==> config.mk <==
export PLATFORM = sky130hd
export DESIGN_NAME = evt_channel_hs
export DESIGN_NICKNAME = d
export VERILOG_FILES = /design/src/rtl/evt_chan_pkg.sv /design/src/rtl/evt_sync.sv /design/src/rtl/evt_edge.sv /design/src/rtl/chan_ctrl.sv /design/src/rtl/dispatch_timer.sv /design/src/rtl/evt_channel_hs.sv
export SDC_FILE = /design/constraint.sdc
export NUM_CORES = 1
export LEC_CHECK = 0
export ABC_AREA = 1
export CELL_PAD_IN_SITES_DETAIL_PLACEMENT = 1
export CELL_PAD_IN_SITES_GLOBAL_PLACEMENT = 1
export CORE_AREA = 5 5 50 52
export DETAILED_ROUTE_END_ITERATION = 16
export DIE_AREA = 0 0 55 57
export PLACE_DENSITY = 0.78
export SYNTH_ARGS = -nofsm -noshare
export SYNTH_HDL_FRONTEND = slang
export SYNTH_SLANG_ARGS = --single-unit
==> constraint.sdc <==
create_clock -name clk -period 2.1 [get_ports clk]
set_clock_uncertainty 0.15 [all_clocks]
set_input_delay 0.42 -clock clk [delete_from_list [all_inputs] [get_ports clk]]
set_output_delay 0.42 -clock clk [all_outputs]
set_load 0.01 [all_outputs]
==> src/rtl/evt_chan_pkg.sv <==
package evt_chan_pkg;
  typedef enum logic [1:0] {
    CH_FREE  = 2'd0,
    CH_ARMED = 2'd1,
    CH_ACK   = 2'd2
  } ch_state_e;

  localparam int unsigned DEF_SYNC_STAGES  = 2;
  localparam int unsigned DEF_DISPATCH_LAT = 19;
  localparam int unsigned DEF_RST_STAGES   = 2;
endpackage

==> src/rtl/evt_sync.sv <==
module evt_sync #(
  parameter int unsigned STAGES = 2
) (
  input  logic clk,
  input  logic rst_n,
  input  logic async_in,
  output logic sync_out
);
  logic [STAGES-1:0] chain_q;
  logic [STAGES-1:0] chain_n;

  generate
    if (STAGES == 1) begin : g_one
      always_comb chain_n = async_in;
    end else begin : g_many
      always_comb chain_n = {chain_q[STAGES-2:0], async_in};
    end
  endgenerate

  always_ff @(posedge clk or negedge rst_n) begin
    if (!rst_n) chain_q <= '0;
    else        chain_q <= chain_n;
  end

  assign sync_out = chain_q[STAGES-1];
endmodule

==> src/rtl/evt_edge.sv <==
module evt_edge (
  input  logic clk,
  input  logic rst_n,
  input  logic lvl,
  output logic rise
);
  logic prev_q;
  logic prev_n;

  always_comb prev_n = lvl;

  always_ff @(posedge clk or negedge rst_n) begin
    if (!rst_n) prev_q <= 1'b0;
    else        prev_q <= prev_n;
  end

  assign rise = lvl & ~prev_q;
endmodule

==> src/rtl/chan_ctrl.sv <==
module chan_ctrl
  import evt_chan_pkg::*;
(
  input  logic clk,
  input  logic rst_n,
  input  logic rise,
  input  logic req_lvl,
  input  logic wait_reg,
  input  logic wait_hi,
  input  logic cancel,
  input  logic hi_busy,
  output logic ack,
  output logic sched,
  output logic owned,
  output logic nak,
  output logic launch
);
  ch_state_e state_q, state_n;
  logic      pend_q, pend_n;
  logic      hi_q, hi_n;
  logic      sched_q, sched_n;
  logic      nak_q, nak_n;
  logic      meet;
  logic      done;

  // rendezvous: a latched edge meets an armed owner
  assign meet = (state_q == CH_ARMED) && pend_q;
  // handshake closes once the synchronised request is low
  assign done = (state_q == CH_ACK) && !req_lvl;

  always_comb begin
    state_n = state_q;
    hi_n    = hi_q;
    sched_n = 1'b0;
    nak_n   = 1'b0;
    unique case (state_q)
      CH_FREE: begin
        if (wait_reg) begin
          state_n = CH_ARMED;
          hi_n    = wait_hi;
        end
      end
      CH_ARMED: begin
        nak_n = wait_reg;
        if (meet) begin
          state_n = CH_ACK;
          sched_n = 1'b1;
        end else if (cancel) begin
          state_n = CH_FREE;
        end
      end
      CH_ACK: begin
        nak_n = wait_reg;
        if (done) state_n = CH_FREE;
      end
      default: state_n = CH_FREE;
    endcase
  end

  always_comb begin
    pend_n = pend_q;
    if (done)      pend_n = 1'b0;
    else if (rise) pend_n = 1'b1;
  end

  always_ff @(posedge clk or negedge rst_n) begin
    if (!rst_n) begin
      state_q <= CH_FREE;
      pend_q  <= 1'b0;
      hi_q    <= 1'b0;
      sched_q <= 1'b0;
      nak_q   <= 1'b0;
    end else begin
      state_q <= state_n;
      pend_q  <= pend_n;
      hi_q    <= hi_n;
      sched_q <= sched_n;
      nak_q   <= nak_n;
    end
  end

  assign launch = meet && hi_q && !hi_busy;
  assign ack    = (state_q == CH_ACK);
  assign owned  = (state_q != CH_FREE);
  assign sched  = sched_q;
  assign nak    = nak_q;
endmodule

==> src/rtl/dispatch_timer.sv <==
module dispatch_timer #(
  parameter int unsigned LAT = 19
) (
  input  logic clk,
  input  logic rst_n,
  input  logic launch,
  output logic strobe
);
  localparam int unsigned CW = (LAT > 2) ? $clog2(LAT) : 1;
  localparam logic [CW-1:0] LOAD = CW'(LAT - 1);

  logic          act_q, act_n;
  logic [CW-1:0] cnt_q, cnt_n;
  logic          stb_q, stb_n;
  logic          cnt_en;

  assign cnt_en = act_q && (cnt_q != '0);

  always_comb begin
    act_n = act_q;
    cnt_n = cnt_q;
    stb_n = act_q && (cnt_q == '0);
    if (launch) begin
      act_n = 1'b1;
      cnt_n = LOAD;
    end else if (cnt_en) begin
      cnt_n = cnt_q - 1'b1;
    end else if (act_q) begin
      act_n = 1'b0;
    end
  end

  always_ff @(posedge clk or negedge rst_n) begin
    if (!rst_n) begin
      act_q <= 1'b0;
      cnt_q <= '0;
      stb_q <= 1'b0;
    end else begin
      act_q <= act_n;
      cnt_q <= cnt_n;
      stb_q <= stb_n;
    end
  end

  assign strobe = stb_q;
endmodule

==> src/rtl/evt_channel_hs.sv <==
module evt_channel_hs
  import evt_chan_pkg::*;
#(
  parameter int unsigned SYNC_STAGES  = DEF_SYNC_STAGES,
  parameter int unsigned DISPATCH_LAT = DEF_DISPATCH_LAT,
  parameter int unsigned RST_STAGES   = DEF_RST_STAGES
) (
  input  logic clk,
  input  logic rst_n,
  input  logic evt_req_pad,
  input  logic wait_reg,
  input  logic wait_hi_prio,
  input  logic wait_cancel,
  input  logic hi_busy,
  output logic evt_ack,
  output logic sched_req,
  output logic dispatch,
  output logic chan_owned,
  output logic reg_nak
);
  logic core_rst_n;
  logic req_lvl;
  logic req_rise;
  logic launch;

  // asynchronous assertion, synchronous release
  evt_sync #(.STAGES(RST_STAGES)) u_rst (
    .clk     (clk),
    .rst_n   (rst_n),
    .async_in(1'b1),
    .sync_out(core_rst_n)
  );

  evt_sync #(.STAGES(SYNC_STAGES)) u_sync (
    .clk     (clk),
    .rst_n   (core_rst_n),
    .async_in(evt_req_pad),
    .sync_out(req_lvl)
  );

  evt_edge u_edge (
    .clk  (clk),
    .rst_n(core_rst_n),
    .lvl  (req_lvl),
    .rise (req_rise)
  );

  chan_ctrl u_ctrl (
    .clk     (clk),
    .rst_n   (core_rst_n),
    .rise    (req_rise),
    .req_lvl (req_lvl),
    .wait_reg(wait_reg),
    .wait_hi (wait_hi_prio),
    .cancel  (wait_cancel),
    .hi_busy (hi_busy),
    .ack     (evt_ack),
    .sched   (sched_req),
    .owned   (chan_owned),
    .nak     (reg_nak),
    .launch  (launch)
  );

  dispatch_timer #(.LAT(DISPATCH_LAT)) u_disp (
    .clk   (clk),
    .rst_n (core_rst_n),
    .launch(launch),
    .strobe(dispatch)
  );
endmodule

==> results of run 1 <==
==> sequential cells by signal (all words and copies together) (netlist names) <==
signal and flops:
u_disp.cnt_q 5, u_ctrl.state_q 2, u_rst.chain_q 2, u_sync.chain_q 2, u_ctrl.hi_q 1, u_ctrl.nak 1
u_ctrl.pend_q 1, u_ctrl.sched 1, u_disp.act_q 1, u_disp.strobe 1, u_edge.prev_q 1
==> worst max path at each step <==
stage,from,endpoint,slack (ns),depth (start not counted)
global placement,u_ctrl.state_q[0],evt_ack,0.29,3
global route,u_ctrl.state_q[1],chan_owned,0.10,4
detailed placement,u_ctrl.state_q[0],chan_owned,0.24,4
CTS,u_ctrl.state_q[1],chan_owned,0.17,4
floorplan,u_ctrl.state_q[0],u_ctrl.state_q[1],0.75,8
finish,u_ctrl.state_q[0],chan_owned,0.20,4
==> cell usage in the layout, fill, tap and decap left out <==
cell type	synthesis	layout
clkbuf_4	0	3
nor2_1	8	8
dlygate4sd2_1	0	2
a21oi_2	1	1
dfrtp_1	18	18
clkdlybuf4s50_1	0	9
o21ai_2	1	1
nand3b_1	1	1
xor2_1	1	1
nand2_1	18	18
buf_4	0	1
clkbuf_8	0	1
inv_1	13	13
inv_2	1	1
conb_1	1	1
nand2_4	3	3
nor2_2	1	1
o21ai_0	2	2
ha_1	5	5
a21oi_1	2	2
nand3_1	7	7
nand3_2	1	1
==> through the flow <==
| step | instance area [µm²] | power [mW] | utilization | setup slack [ns] |
|---|---|---|---|---|
| after floorplan | 805.8 | 0.9835 | - | 0.7548 |
| after global placement | 950.9 | 1.151 | 0.4609 | 0.2906 |
| after detailed placement | 950.9 | 1.194 | 0.4609 | 0.2414 |
| after CTS | 992.2 | 1.413 | 0.4809 | 0.1725 |
| after global routing | 992.2 | 1.530 | 0.4809 | 0.1010 |
| final | 992.2 | 1.384 | 0.4809 | 0.2012 |
==> per-layer routing <==
| layer | part of all wire | vias up |
|---|---|---|
| met3 | 0.045 | 4 |
| met5 | 0 | - |
| li1 | - | 285 |
| met4 | 0.015 | 0 |
| met2 | 0.51 | 10 |
| met1 | 0.43 | 260 |
==> cells by family after synthesis <==
group,synth area share
other,0.004654
XOR/XNOR,0.01087
adder cells (fa/ha/maj),0.07764
AND/OR/NAND/NOR,0.2360
AO/OA/AOI/OAI,0.04659
flip-flops,0.5590
buffers and inverters,0.06522
==> area by class of cell <==
| class | count | area (µm²) |
|---|---|---|
| inverter | 14 | 52.55 |
| timing repair buffer | 12 | 115.1 |
| fill | 252 | 1071 |
| multi-input combinational | 52 | 302.8 |
| clock buffer | 4 | 36.28 |
| tap | 28 | 35.03 |
| sequential | 18 | 450.4 |
==> timing repair <==
action                                 in CTS  in global routing
setup endpoints to repair                   2                  0
resized for setup                           2                  0
endpoints found under the hold margin       0                  0
buffers inserted                            1                  0
==> worst max-delay path, cell delays in order (launching register included) <==
cell and delay (ns):
dfrtp_1 0.39, inv_1 0.11, ha_1 0.19, inv_1 0.06, dlygate4sd2_1 0.28
==> power breakdown <==
| part | switching, mW | total (mW) | internal [mW] |
|---|---|---|---|
| combinational | 0.361 | 0.622 | 0.261 |
| sequential | 0.0807 | 0.549 | 0.469 |
| clock | 0.107 | 0.213 | 0.106 |
| total | 0.549 | 1.38 | 0.836 |
==> flow_summary.yaml, run 1 <==
floorplanning:
  row_count: 17
  die-area_um2: 3135
  initial_core_util: 0.3905
  core_area_um2: 2063
  die_w_um: 55
  io_pins: 12
  die_y_um: 57
logic_synthesis:
  postSynthNetCount: 96
  yosysTopAreaCellShare: 0.5590
  synth_edf_count: 0
  ys_warn_count: 0
  syn-cell-area_um2: 805.8
  syn_inst: 84
  synth_area_leader_cell: "dfrtp_1"
  synth_cell_types: 17
  ys_seq_area_frac: 0.5590
  synthArstFlopShare: 1.000
  ys_ff_latch: 18
  ys.flop_type: "dfrtp_1"
  syn_avg_cell_area_um2: 9.593
  synthTopCellsByArea: "dfrtp_1 56%, nand2_1 8.4%, ha_1 7.8%"
  synth_common_cells: "18 x dfrtp_1, 18 x nand2_1, 13 x inv_1"
finish:
  nNetsFinal: 113
  n_antenna_cell: 0
  syn2layout_area_growth_pct: 23.14
  fin_cells: 128
  drive_above_1_share: 0.1300
drt:
  vias: 559
  drc: 0
  wl_mm: 1.498
  wl_per_cell_um: 11.70
  antenna_left: 0
  drt_iter0_markers: 1
  vias_per_cell: 4.367
  drt-pass1-iter-count: 3
timing:
  hold_viol_final: 0
  slew-limit-headroom: 0.5930
  max_freq_mhz: 526.7
  fin_crit_sh: 0.9042
  timing.hold.ws_ns: 0.1067
  final.setup.tns_ns: 0
  post-route-min-period_ns: 1.899
  final-max-slew-violation-count: 0
  worst_pin_slew_ns: 0.6104
  setup_viol: 0
  rsz0062_at_grt: "no"
clock_tree:
  clk_latency_ns: 0.30
  cts.sinks: 18
  cts_max_level: 1
  cts_tree: "yes"
  clk_pin_slew_ns: 0.11
  cts-root-buf: "clkbuf_4"
  cts_inserted_buffers: 3
  clk_path_buf_depth: 2
  holdBufCountCts: 0
flow_run:
  drv_cap: 0
global_routing:
  grt_use_met1: 0.1355
  busiest_layer: "met2"
  grt_first_pass_wirelength_mm: 2.656
  grtUsageMet2: 0.1926
  overflow: 0
  grt_pass1_vias: 612
  grt_usage: 0.1180
  use_met3: 0.04178
  grt_max_degree: 17
  antenna_found_initial: 0
critical_path:
  cp.arrival_ns: 1.33
  crit_type: "reg -> out"
  end_kind: "primary output"
  required_ns: 1.53
  reg2reg_to: "u_disp.cnt_q[1]"
  start_kind: "flip-flop"
  cp_max_fo: 3
  reg2reg_from: "u_ctrl.state_q[0]"
  r2r_cells: 8
  ff2ff_setup_slack_ns: 0.62
run_status:
  status: "completed"
min_path:
  min_path_type: "reg -> async"
place:
  dp_hpwl_mm: 1.196
  numPortBuffers: 11
  place_congestion: 0.7525
  dp_cells: 123
pwr:
  pwr_density_cell_nw_per_um2: 1395
  ir_drop_v: 0.0006050
  leakagePower_nw: 0.5331
(Power assumes the default switching activity.)
==> run 2: changes to the inputs <==
Settings changed: CAP_MARGIN from default to 20.
==> results of run 2 <==
No change in the layout: final DEF, timing and power equal those of run 1.
==> run 3: changes to the inputs <==
Settings changed: SLEW_MARGIN from default to 40.
==> results of run 3 <==
No change in the layout: final DEF, timing and power equal those of run 1.
